--- config.mk ---
export PLATFORM = sky130hd
export DESIGN_NAME = duo_seq_core
export DESIGN_NICKNAME = d
export VERILOG_FILES = /design/src/rtl/duo_seq_pkg.sv /design/src/rtl/duo_seq_halfpick.sv /design/src/rtl/duo_seq_smalu.sv /design/src/rtl/duo_seq_fieldpatch.sv /design/src/rtl/duo_seq_core.sv
export SDC_FILE = /design/constraint.sdc
export NUM_CORES = 1
export LEC_CHECK = 0
export BUFFER_PORTS_ARGS = -buffer_cell sky130_fd_sc_hd__buf_2
export CORE_ASPECT_RATIO = 1.75
export CORE_MARGIN = 3
export CORE_UTILIZATION = 25
export DETAILED_ROUTE_END_ITERATION = 10
export GPL_TIMING_DRIVEN = 0
export SLEW_MARGIN = 20
export SYNTH_ARGS = -nofsm -noshare
export SYNTH_HDL_FRONTEND = slang
export SYNTH_SLANG_ARGS = --single-unit
--- constraint.sdc ---
create_clock -name clk_i -period 4 [get_ports clk_i]
set_input_delay 0.8 -clock clk_i [delete_from_list [all_inputs] [get_ports clk_i]]
set_output_delay 0.8 -clock clk_i [all_outputs]
set_load 0.005 [all_outputs]
--- src/rtl/duo_seq_pkg.sv ---
`timescale 1ns/1ps
package duo_seq_pkg;
    localparam int WORD_W = 40;
    localparam int HALF_W = WORD_W / 2;
    localparam int OP_W   = 8;
    localparam int ADDR_W = HALF_W - OP_W;
    localparam int MAG_W  = WORD_W - 1;
    localparam int SIGN_B = WORD_W - 1;

    typedef logic [WORD_W-1:0] word_t;
    typedef logic [MAG_W-1:0]  mag_t;
    typedef logic [OP_W-1:0]   op_t;
    typedef logic [ADDR_W-1:0] addr_t;

    localparam op_t OP_LD    = 8'h01;
    localparam op_t OP_LDN   = 8'h02;
    localparam op_t OP_LDA   = 8'h03;
    localparam op_t OP_LDNA  = 8'h04;
    localparam op_t OP_ADD   = 8'h05;
    localparam op_t OP_SUB   = 8'h06;
    localparam op_t OP_ADDA  = 8'h07;
    localparam op_t OP_SUBA  = 8'h08;
    localparam op_t OP_LDMQM = 8'h09;
    localparam op_t OP_LDMQ  = 8'h0A;
    localparam op_t OP_MUL   = 8'h0B;
    localparam op_t OP_DIV   = 8'h0C;
    localparam op_t OP_JL    = 8'h0D;
    localparam op_t OP_JR    = 8'h0E;
    localparam op_t OP_JPL   = 8'h0F;
    localparam op_t OP_JPR   = 8'h10;
    localparam op_t OP_PATL  = 8'h12;
    localparam op_t OP_PATR  = 8'h13;
    localparam op_t OP_LSH   = 8'h14;
    localparam op_t OP_RSH   = 8'h15;
    localparam op_t OP_ST    = 8'h21;

    typedef enum logic [2:0] {
        ST_FETCH, ST_LATCH, ST_DECODE, ST_OPWAIT, ST_MSTART, ST_MWAIT, ST_HALT
    } state_e;

    typedef struct packed {
        state_e st;
        addr_t  pc;
        logic   half;
        word_t  ir;
        word_t  ac;
        word_t  mq;
        word_t  opnd;
        logic   halt;
    } core_t;
endpackage

--- src/rtl/duo_seq_halfpick.sv ---
`timescale 1ns/1ps
module duo_seq_halfpick
    import duo_seq_pkg::*;
(
    input  logic [WORD_W-1:0] word_i,
    input  logic              right_i,
    output logic [OP_W-1:0]   op_o,
    output logic [ADDR_W-1:0] addr_o
);
    logic [HALF_W-1:0] slot;

    always_comb begin
        slot   = right_i ? word_i[HALF_W-1:0] : word_i[WORD_W-1:HALF_W];
        op_o   = slot[HALF_W-1:ADDR_W];
        addr_o = slot[ADDR_W-1:0];
    end
endmodule

--- src/rtl/duo_seq_smalu.sv ---
`timescale 1ns/1ps
module duo_seq_smalu
    import duo_seq_pkg::*;
(
    input  logic [OP_W-1:0]   op_i,
    input  logic [WORD_W-1:0] ac_i,
    input  logic [WORD_W-1:0] m_i,
    output logic [WORD_W-1:0] res_o
);
    function automatic word_t sm_add(input word_t a, input word_t b);
        mag_t ma;
        mag_t mb;
        ma = a[MAG_W-1:0];
        mb = b[MAG_W-1:0];
        if (a[SIGN_B] == b[SIGN_B])
            sm_add = {a[SIGN_B], mag_t'(ma + mb)};
        else if (ma > mb)
            sm_add = {a[SIGN_B], mag_t'(ma - mb)};
        else if (ma == mb)
            sm_add = '0;
        else
            sm_add = {b[SIGN_B], mag_t'(mb - ma)};
    endfunction

    mag_t m_mag;
    mag_t a_mag;

    always_comb begin
        m_mag = m_i[MAG_W-1:0];
        a_mag = ac_i[MAG_W-1:0];
        res_o = ac_i;
        case (op_i)
            OP_LD:   res_o = m_i;
            OP_LDN:  res_o = {~m_i[SIGN_B], m_mag};
            OP_LDA:  res_o = {1'b0, m_mag};
            OP_LDNA: res_o = {1'b1, m_mag};
            OP_ADD:  res_o = sm_add(ac_i, m_i);
            OP_SUB:  res_o = sm_add(ac_i, {~m_i[SIGN_B], m_mag});
            OP_ADDA: res_o = sm_add(ac_i, {1'b0, m_mag});
            OP_SUBA: res_o = sm_add(ac_i, {1'b1, m_mag});
            OP_LSH:  res_o = {ac_i[SIGN_B], a_mag[MAG_W-2:0], 1'b0};
            OP_RSH:  res_o = {ac_i[SIGN_B], 1'b0, a_mag[MAG_W-1:1]};
            default: res_o = ac_i;
        endcase
    end
endmodule

--- src/rtl/duo_seq_fieldpatch.sv ---
`timescale 1ns/1ps
module duo_seq_fieldpatch
    import duo_seq_pkg::*;
(
    input  logic [WORD_W-1:0] word_i,
    input  logic [WORD_W-1:0] ac_i,
    input  logic              right_i,
    output logic [WORD_W-1:0] word_o
);
    localparam int LEFT_LSB = HALF_W;

    always_comb begin
        word_o = word_i;
        if (right_i)
            word_o[ADDR_W-1:0] = ac_i[ADDR_W-1:0];
        else
            word_o[LEFT_LSB +: ADDR_W] = ac_i[ADDR_W-1:0];
    end
endmodule

--- src/rtl/duo_seq_core.sv ---
`timescale 1ns/1ps
module duo_seq_core
    import duo_seq_pkg::*;
#(
    parameter int START_ADDR = 0
)(
    input  logic              clk_i,
    input  logic              rst_ni,
    output logic [ADDR_W-1:0] mem_addr_o,
    output logic              mem_rd_o,
    output logic              mem_wr_o,
    output logic [WORD_W-1:0] mem_wdata_o,
    input  logic [WORD_W-1:0] mem_rdata_i,
    output logic              mdu_start_o,
    output logic              mdu_op_o,
    output logic [WORD_W-1:0] mdu_ac_o,
    output logic [WORD_W-1:0] mdu_mq_o,
    output logic [WORD_W-1:0] mdu_opnd_o,
    input  logic              mdu_done_i,
    input  logic [WORD_W-1:0] mdu_ac_i,
    input  logic [WORD_W-1:0] mdu_mq_i,
    output logic              halt_o
);
    core_t r_q;
    core_t r_d;

    logic [OP_W-1:0]   cur_op;
    logic [ADDR_W-1:0] cur_addr;
    logic [WORD_W-1:0] alu_res;
    logic [WORD_W-1:0] patched;
    logic              adv;
    logic              jmp;
    logic              jmp_right;

    duo_seq_halfpick u_pick (
        .word_i  (r_q.ir),
        .right_i (r_q.half),
        .op_o    (cur_op),
        .addr_o  (cur_addr)
    );

    duo_seq_smalu u_alu (
        .op_i  (cur_op),
        .ac_i  (r_q.ac),
        .m_i   (mem_rdata_i),
        .res_o (alu_res)
    );

    duo_seq_fieldpatch u_patch (
        .word_i  (mem_rdata_i),
        .ac_i    (r_q.ac),
        .right_i (cur_op == OP_PATR),
        .word_o  (patched)
    );

    always_comb begin
        r_d         = r_q;
        mem_addr_o  = r_q.pc;
        mem_rd_o    = 1'b0;
        mem_wr_o    = 1'b0;
        mem_wdata_o = r_q.ac;
        mdu_start_o = 1'b0;
        adv         = 1'b0;
        jmp         = 1'b0;
        jmp_right   = 1'b0;

        case (r_q.st)
            ST_FETCH: begin
                mem_rd_o = 1'b1;
                r_d.st   = ST_LATCH;
            end
            ST_LATCH: begin
                r_d.ir = mem_rdata_i;
                r_d.st = ST_DECODE;
            end
            ST_DECODE: begin
                mem_addr_o = cur_addr;
                case (cur_op)
                    OP_LD, OP_LDN, OP_LDA, OP_LDNA,
                    OP_ADD, OP_SUB, OP_ADDA, OP_SUBA,
                    OP_LDMQM, OP_MUL, OP_DIV, OP_PATL, OP_PATR: begin
                        mem_rd_o = 1'b1;
                        r_d.st   = ST_OPWAIT;
                    end
                    OP_ST: begin
                        mem_wr_o = 1'b1;
                        adv      = 1'b1;
                    end
                    OP_LDMQ: begin
                        r_d.ac = r_q.mq;
                        adv    = 1'b1;
                    end
                    OP_LSH, OP_RSH: begin
                        r_d.ac = alu_res;
                        adv    = 1'b1;
                    end
                    OP_JL, OP_JR: begin
                        jmp       = 1'b1;
                        jmp_right = (cur_op == OP_JR);
                    end
                    OP_JPL, OP_JPR: begin
                        if (!r_q.ac[SIGN_B]) begin
                            jmp       = 1'b1;
                            jmp_right = (cur_op == OP_JPR);
                        end else begin
                            adv = 1'b1;
                        end
                    end
                    default: begin
                        r_d.halt = 1'b1;
                        r_d.st   = ST_HALT;
                    end
                endcase
            end
            ST_OPWAIT: begin
                mem_addr_o = cur_addr;
                case (cur_op)
                    OP_LDMQM: begin
                        r_d.mq = mem_rdata_i;
                        adv    = 1'b1;
                    end
                    OP_MUL, OP_DIV: begin
                        r_d.opnd = mem_rdata_i;
                        r_d.st   = ST_MSTART;
                    end
                    OP_PATL, OP_PATR: begin
                        mem_wr_o    = 1'b1;
                        mem_wdata_o = patched;
                        adv         = 1'b1;
                    end
                    default: begin
                        r_d.ac = alu_res;
                        adv    = 1'b1;
                    end
                endcase
            end
            ST_MSTART: begin
                mdu_start_o = 1'b1;
                r_d.st      = ST_MWAIT;
            end
            ST_MWAIT: begin
                if (mdu_done_i) begin
                    r_d.ac = mdu_ac_i;
                    r_d.mq = mdu_mq_i;
                    adv    = 1'b1;
                end
            end
            default: begin
                r_d.st = ST_HALT;
            end
        endcase

        if (jmp) begin
            r_d.pc   = cur_addr;
            r_d.half = jmp_right;
            r_d.st   = ST_FETCH;
        end else if (adv) begin
            if (!r_q.half) begin
                r_d.half = 1'b1;
                r_d.st   = ST_DECODE;
            end else begin
                r_d.half = 1'b0;
                r_d.pc   = r_q.pc + addr_t'(1);
                r_d.st   = ST_FETCH;
            end
        end
    end

    always_ff @(posedge clk_i) begin
        if (!rst_ni) begin
            r_q.st   <= ST_FETCH;
            r_q.pc   <= addr_t'(START_ADDR);
            r_q.half <= 1'b0;
            r_q.ir   <= '0;
            r_q.ac   <= '0;
            r_q.mq   <= '0;
            r_q.opnd <= '0;
            r_q.halt <= 1'b0;
        end else begin
            r_q <= r_d;
        end
    end

    assign mdu_op_o   = (cur_op == OP_DIV);
    assign mdu_ac_o   = r_q.ac;
    assign mdu_mq_o   = r_q.mq;
    assign mdu_opnd_o = r_q.opnd;
    assign halt_o     = r_q.halt;
endmodule

== Yosys cells after proc, flatten, opt, wreduce, memory -nomap -nowiden ==
Cells that the tools add are included.

* Add/subtract/negate cells: 4
* Magnitude comparators: 1
* Eq/ne operators: 36
* Muxes and demuxes: 50
* Bitwise logic cells: 3
* Reduce and logical (&&, ||, !) cells: 23

{| class="wikitable"
|+ Operators with widths
! kind !! number
|-
| 40-bit two-way mux || 15
|-
| 40-bit case mux with 10 select lines || 1
|-
| 40-bit case mux with 2 select lines || 2
|-
| 40-bit case mux with 3 select lines || 1
|-
| 80-bit two-way mux || 1
|-
| 39-bit subtractor || 2
|-
| 8-bit by 4-bit equality test with 1-bit output, second input constant || 8
|-
| 12-bit two-way mux || 4
|-
| 8-bit by 5-bit equality test with 1-bit output, second input constant || 5
|-
| 39-bit adder || 1
|-
| 39-bit equality test || 1
|-
| 39-bit > comparator || 1
|-
| 39-bit two-way mux || 1
|-
| 8-bit by 3-bit equality test with 1-bit output, second input constant || 4
|-
| 21-bit OR reduction || 1
|-
| 20-bit two-way mux || 1
|-
| 3-bit case mux with 6 select lines || 1
|-
| 8-bit by 2-bit equality test with 1-bit output, second input constant || 2
|-
| 16-bit two-way mux || 1
|-
| 2-bit OR reduction || 7
|-
| 13-bit two-way mux || 1
|-
| 13-bit OR reduction || 1
|-
| 12-bit by 1-bit adder with 12-bit output, second input constant || 1
|-
| 1-bit two-way mux || 12
|-
| 26 further kinds || 42
|}

* Register bits after elaboration: 177
* Output and inout bits: 177
* Word-level logic and storage cells: 125

== Logic depth before layout (Yosys ltp) ==
* Depth in word-level cells: 7
* Gate-level depth with buffers: 17
* Mapped depth without buffers: 15

== Hierarchy ==
Synthesis repeated with hierarchy kept, for this count alone.

* Cell total of the unflattened synthesis: 2411
* Area, all modules: 18183.7 sq um

{| class="wikitable"
|+ Modules (own cells, without submodules)
! module !! instances !! cells each !! area an instance (sq um) !! sequential area each (sq um)
|-
| duo_seq_core || 1 || 1151 || 9561.7 || 3543.4
|-
| duo_seq_smalu || 1 || 1195 || 7782.5 || 0.0
|-
| duo_seq_fieldpatch || 1 || 43 || 516.7 || 0.0
|-
| duo_seq_halfpick || 1 || 22 || 322.8 || 0.0
|}

== Worst setup path after synthesis ==
No wires, ideal clock.

* Kind: input to register
* Start: input port mem_rdata_i[3]
* End: register r_q (netlist bit mdu_ac_o[37])
* Setup time: 0.122 ns
* Data arrival time: 3.763 ns
* Data required time: 3.878 ns
* Slack: 0.115 ns
* Cell stages on the path: 14
* Buffers on the path: 1
* Cells stage by stage: inv_1 ha_1 clkbuf_1 nor2_1 o211ai_1 a311o_1 a211o_1 and2_1 o211ai_1 nand4_1 a2111oi_2 mux2i_1 nand3_1 a221o_1

* Longest elaborated chain between the ends: 7
* Elaborated cells between the ends (all ways): 21
* Classes of those cells: 3 x add/sub; 1 x order compare; 1 x eq/ne; 16 x mux

{| class="wikitable"
|+ RTL lines
! what !! line !! source
|-
| from (decl) || duo_seq_core.sv:13 || <nowiki>input logic [WORD_W-1:0] mem_rdata_i,</nowiki>
|-
| 39-bit subtractor or 39-bit equality test (tied branches) || duo_seq_smalu.sv:22, duo_seq_smalu.sv:19 ||
|-
| 40-bit two-way mux or 39-bit two-way mux (tied branches) || duo_seq_smalu.sv:19 || <nowiki>else if (ma == mb)</nowiki>
|-
| 40-bit two-way mux || duo_seq_smalu.sv:17 || <nowiki>else if (ma > mb)</nowiki>
|-
| 40-bit two-way mux || duo_seq_smalu.sv:15 || <nowiki>if (a[SIGN_B] == b[SIGN_B])</nowiki>
|-
| 40-bit case mux with 10 select lines (*) || duo_seq_smalu.sv:32 || <nowiki>case (op_i)</nowiki>
|-
| 40-bit case mux with 2 select lines or 40-bit two-way mux (tied branches) || duo_seq_core.sv:78, duo_seq_core.sv:117 ||
|-
| 40-bit case mux with 3 select lines (*) || duo_seq_core.sv:67 || <nowiki>case (r_q.st)</nowiki>
|-
| to (signal assigned) || duo_seq_core.sv:180 || <nowiki>r_q <= r_d;</nowiki>
|-
| to (decl) || duo_seq_core.sv:24 || <nowiki>core_t r_q;</nowiki>
|}

Mark *: on every way between the ends. The rest lies on a longest branch, timed or not. The select of a mux whose other input is x is not followed.
A chain may end at the register's enable or synchronous reset.

== Worst setup path in the final report ==
* Start: register r_q[161] (netlist bit)
* End: register r_q (netlist bit mdu_ac_o[18])

* Longest elaborated chain between the ends: 5
* Elaborated cells between the ends (all ways): 26
* Classes of those cells: 18 x eq/ne; 5 x mux; 3 x reduce/logical

{| class="wikitable"
|+ RTL lines
! what !! line !! source
|-
| 20-bit two-way mux (*) || duo_seq_halfpick.sv:13 || <nowiki>slot = right_i ? word_i[HALF_W-1:0] : word_i[WORD_W-1:HALF_W];</nowiki>
|-
| 8-bit by 5-bit equality test with 1-bit output, or another cell as far along || duo_seq_smalu.sv:32, duo_seq_core.sv:78 ||
|-
| 40-bit case mux with 10 select lines, or another cell as far along || duo_seq_smalu.sv:32 ||
|-
| 40-bit case mux with 2 select lines, or another cell as far along || duo_seq_core.sv:78 || <nowiki>case (cur_op)</nowiki>
|-
| 40-bit case mux with 3 select lines or 4-bit AND reduction (tied branches) || n/a ||
|}

Marks and branches as above.

==> impl_table.tex <==
\begin{tabular}{lr}
\hline
Metric & Value \\
\hline
\multicolumn{2}{l}{\textbf{STA}} \\
\quad Slew margin rel. & 0.111 \\
\quad Worst-margin pin slew & 1.33 ns \\
\quad Max Slew Vio Count & 0 \\
\quad Final hold violation count & 0 \\
\quad Final Worst Setup Slack & -0.203 ns \\
\quad Setup-failing EPs final & 4 \\
\quad Highest achievable clock rate & 238 MHz \\
\quad Period utilization & 1.05 \\
\quad Post-layout minimum cycle time & between 4 and 5 ns \\
\quad Setup repair after global routing missed its margin & true \\
\quad Fin Clk Skew & between 0.02 and 0.025 ns \\
\multicolumn{2}{l}{\textbf{Power}} \\
\quad Switching part of the total power & 0.505 \\
\quad Clock network fraction of design power & 0.189 \\
\quad Leak Pwr & 0.00982 µW \\
\quad Cell-internal power & 5050 µW \\
\quad Combinational group share of total power & 0.560 \\
\quad Maximum vdd ir drop & roughly 0.24 mV \\
\quad Reg power frac & 0.252 \\
\quad Pwr/cell area & 452 nW/µm² \\
\quad Switching power & 5140 µW \\
\multicolumn{2}{l}{\textbf{Min path}} \\
\quad Type of the most critical hold path & flop to flop \\
\multicolumn{2}{l}{\textbf{Floorplanning}} \\
\quad Num ports & 300 \\
\quad Chip height & 361 µm \\
\quad Die footprint & 75,500 µm² \\
\quad Die extent in x & 209 µm \\
\quad Placeable core area & 71,000 µm² \\
\quad Initial Utilization & 0.254 \\
\quad Number of core rows & 129 \\
\multicolumn{2}{l}{\textbf{Worst setup path}} \\
\quad Setup slack, reg-to-reg & -0.20 ns \\
\quad Critical Path Max Stage Delay & 0.78 ns \\
\quad Total number of cells along the worst setup path & 10 \\
\quad Family with the most delay on the worst path & compound AO/OA/AOI/OAI gates \\
\quad Buffers plus inverters on the worst setup path & 4 \\
\quad Highest net fanout along the worst path & 10 \\
\quad Crit start category & flop \\
\quad R2R Path End & mdu\_ac\_o[18]\$\_SDFFE\_PN0P\_ \\
\quad Cell type of the slowest stage on the worst timing path & a21oi\_2 \\
\quad Reg2reg start & r\_q[161]\$\_SDFFE\_PN0P\_ \\
\quad Destination of the critical timing path & mdu\_ac\_o[18]\$\_SDFFE\_PN0P\_ \\
\quad Number of cell instances on the worst register-to-register path & 10 \\
\quad Worst Setup Path Type & flop to flop \\
\quad Cell-by-cell trace of the critical path & buf\_6, or4\_4, o22a\_1, or3\_1, buf\_2, clkbuf\_1, a21oi\_2, clkbuf\_2, o211ai\_1, nand2\_1 \\
\quad Arrival time worst endpoint & about 4.7 ns \\
\quad Capturing element type of the critical path & flop \\
\quad CP Data Required Time & 4.44 ns \\
\quad Worst setup path start & r\_q[161]\$\_SDFFE\_PN0P\_ \\
\multicolumn{2}{l}{\textbf{CTS}} \\
\quad Clk slew on worst S/H paths & 0.08 ns \\
\quad Number of sinks driven by the clock tree & 177 \\
\quad Clock buffers created by TritonCTS & 17 \\
\quad H-tree lvl count & 4 \\
\quad Buffer cell driving the clock tree root & clkbuf\_16 \\
\quad CTS Hold Bufs & 0 \\
\quad Clock tree from TritonCTS & built \\
\quad Max clock buf depth & 2 \\
\quad Latest clock arrival within the worst-skew pair & roughly 0.52 ns \\
\multicolumn{2}{l}{\textbf{GRT}} \\
\quad Wire length of the first global-routing pass & 161,000 µm \\
\quad Number of global-route vias before repair & approximately 22,000 \\
\quad Initial antenna violation count & 2 \\
\quad Largest net degree at the start of global routing & 18 \\
\quad Total global routing overflow & 0 \\
\quad Overall Global Routing Usage & 0.296 \\
\multicolumn{2}{l}{\textbf{Place}} \\
\quad Post-DP HPWL & roughly 92,000 µm \\
\quad Setup WS pre-CTS & -2.00 ns \\
\quad Total of buffers placed on input and output ports & 298 \\
\quad Dpl cells & between 3,000 and 4,000 \\
\quad Final GP Congestion & 1.05 \\
\multicolumn{2}{l}{\textbf{Logic synthesis}} \\
\quad Prevailing post-synth register cell & dfxtp\_1 \\
\quad Total of warnings raised by yosys & 0 \\
\quad Number of synthesized flops with an enable pin & 0 \\
\quad Synthesis-stage register bit count & 177 \\
\quad Avg Cell Area, Syn & 7.09 µm² \\
\quad Cell area after synthesis & 18,000 µm² \\
\quad Fraction of the yosys area taken by sequential cells & 0.197 \\
\quad FFs w/ async S/R, synth & 0 \\
\quad Gate Count Post-Synth & around 2,500 \\
\quad Distinct cell type count of the synthesized netlist & 93 \\
\quad Syn\_nets & around 2,800 \\
\multicolumn{2}{l}{\textbf{Detailed routing}} \\
\quad Remaining antenna violation count after routing & 0 \\
\quad Number of vias per cell & 5.92 \\
\quad Number of vias in the routed layout & 22,600 \\
\quad DR pass1 iterations & 8 \\
\quad DR DRC count & 0 \\
\quad Average detailed-routed wire length per instance & 30.8 µm \\
\quad Wirelength, routed & 118,000 µm \\
\quad Number of DRC markers in iteration 0 & between 2,000 and 2,500 \\
\multicolumn{2}{l}{\textbf{Finish}} \\
\quad Fraction of final layout cells sized beyond drive strength 1 & 0.251 \\
\quad FILL cells & 7,941 \\
\quad Layout overhead on the synthesized area & 25.0\% \\
\quad Most frequent standard cell in the layout excluding fill and tap cells & nand2\_1 \\
\quad Number of cells in the finished layout apart from fillers & 3,817 \\
\quad Leading cell types in the layout, fill and taps excluded & nand2\_1 (396), buf\_2 (291), a21oi\_1 (189) \\
\quad Layout Nets & 3,128 \\
\multicolumn{2}{l}{\textbf{Run status}} \\
\quad Failing checks & negative setup slack \\
\quad Outcome & finished, violations left \\
\multicolumn{2}{l}{\textbf{Job}} \\
\quad Number of violations of the max-capacitance limit & 0 \\
\hline
\end{tabular}
worst min-delay path by stage:
stage                          startpoint                         end  cells after the start
2_1_floorplan       r_q[141]$_SDFFE_PN0P_       r_q[141]$_SDFFE_PN0P_                      2
3_3_place_gp        r_q[148]$_SDFFE_PN0P_       r_q[148]$_SDFFE_PN0P_                      2
3_5_place_dp        r_q[146]$_SDFFE_PN0P_       r_q[146]$_SDFFE_PN0P_                      2
4_1_cts             r_q[146]$_SDFFE_PN0P_       r_q[146]$_SDFFE_PN0P_                      2
5_1_grt        mdu_opnd_o[5]$_SDFFE_PN0P_  mdu_opnd_o[5]$_SDFFE_PN0P_                      2
6_report            r_q[143]$_SDFFE_PN0P_       r_q[143]$_SDFFE_PN0P_                      2
synth_stat cells (6+ instances only):
library cell	count	area [µm²]
a211oi_1	23	173
a21boi_0	92	691
a21o_1	31	233
a21oi_1	206	1030
a221oi_1	28	245
a222oi_1	35	350
a22o_1	25	219
a22oi_1	13	97.6
a31oi_1	19	119
a32oi_1	10	87.6
and2_1	11	68.8
and3_1	22	138
and4_1	8	70.1
buf_1	13	48.8
buf_2	32	160
buf_4	122	916
buf_6	8	90.1
clkbuf_1	126	473
dfxtp_1	177	3540
ha_1	116	1450
inv_1	134	503
mux2i_1	33	330
nand2_1	397	1490
nand2b_1	10	62.6
nand3_1	38	190
nand4_1	22	138
nor2_1	177	664
nor2b_1	15	93.8
nor3_1	36	180
nor3b_1	9	67.6
nor4_1	15	93.8
o211a_1	47	470
o211ai_1	67	503
o21a_1	18	135
o21ai_0	166	831
o21ai_1	8	40.0
o21bai_1	31	233
o221ai_1	13	114
o22a_1	6	52.6
o22ai_1	19	119
o31a_1	7	61.3
o31ai_1	13	97.6
or3_1	12	75.1
xnor2_1	29	254
xor2_1	6	52.6
per-layer routing:
metal  wire length, µm  track usage  part of all wire  vias up
li1                  -            -                 -     9793
met1             40200        0.309              0.34    10800
met2             54300        0.492              0.46     1487
met3              9430       0.0605             0.080      553
met4             13800        0.280              0.12        2
met5                 7            0          0.000059        -
layout make-up:
type	count	area [µm²]	share of cell area
Tap cell	917	1150	0.0509
Buffer	293	1870	0.0832
Clock buffer	19	433	0.0192
Multi-Input combinational cell	1928	12900	0.573
Timing Repair Buffer	334	1870	0.0831
Inverter	135	522	0.0232
Antenna cell	1	2.50	0.000111
Sequential cell	177	3560	0.158
Clock inverter	13	201	0.00894
flip-flops by register name, summed over array words and instances, names as in the netlist:
signal / cells
r_q: 56
halt_o: 1
mdu_mq_o: 40
mdu_ac_o: 40
mdu_opnd_o: 40
what timing repair did:
action	in CTS	in global routing
endpoints found under the setup margin	81	67
gates resized for setup	187	128
pin swaps	9	30
setup buffers	15	18
logic make-up (layout without fill, tap and decap cells):
logic type / after synthesis / count (layout) / share of synthesized area
AOI/OAI and AO/OA: 941 / 941 / 0.363
and+or+nand+nor: 794 / 794 / 0.195
buffers and inverters: 437 / 794 / 0.122
DFF: 177 / 177 / 0.197
adders and majority gates: 119 / 119 / 0.0838
muxes: 39 / 39 / 0.0227
xor gates and xnor gates: 35 / 35 / 0.0170
other: 0 / 1 / 0
worst register-to-register path: stages, from the launching register on:
cell	delay (ns)
dfxtp_1	0.35
buf_6	0.15
or4_4	0.54
o22a_1	0.23
or3_1	0.36
buf_2	0.21
clkbuf_1	0.47
a21oi_2	0.78
clkbuf_2	0.49
o211ai_1	0.41
nand2_1	0.16
through the flow:
stage	hold slack, ns	util	total power, µW	setup TNS, ns	cell area, µm²
after floorplan	0.443	-	5530	0	18000
after global placement	0.448	0.291	7780	-126.44	20700
after detailed placement	0.457	0.292	7820	-74.15	20700
after CTS	0.467	0.310	9850	0	22000
after global routing	0.492	0.317	10500	-0.207	22500
final	0.463	0.317	10200	-0.346	22500
power groups by stage:
stage / logic, µW / registers [µW] / clock network, µW
2_1_floorplan: 3240 / 2290 / 0
3_3_place_gp: 5210 / 2570 / 0
3_5_place_dp: 5260 / 2560 / 0
4_1_cts: 5390 / 2520 / 1940
5_1_grt: 5970 / 2560 / 2000
6_report: 5700 / 2570 / 1920
No activity file was read; power rests on OpenSTA's default activity.
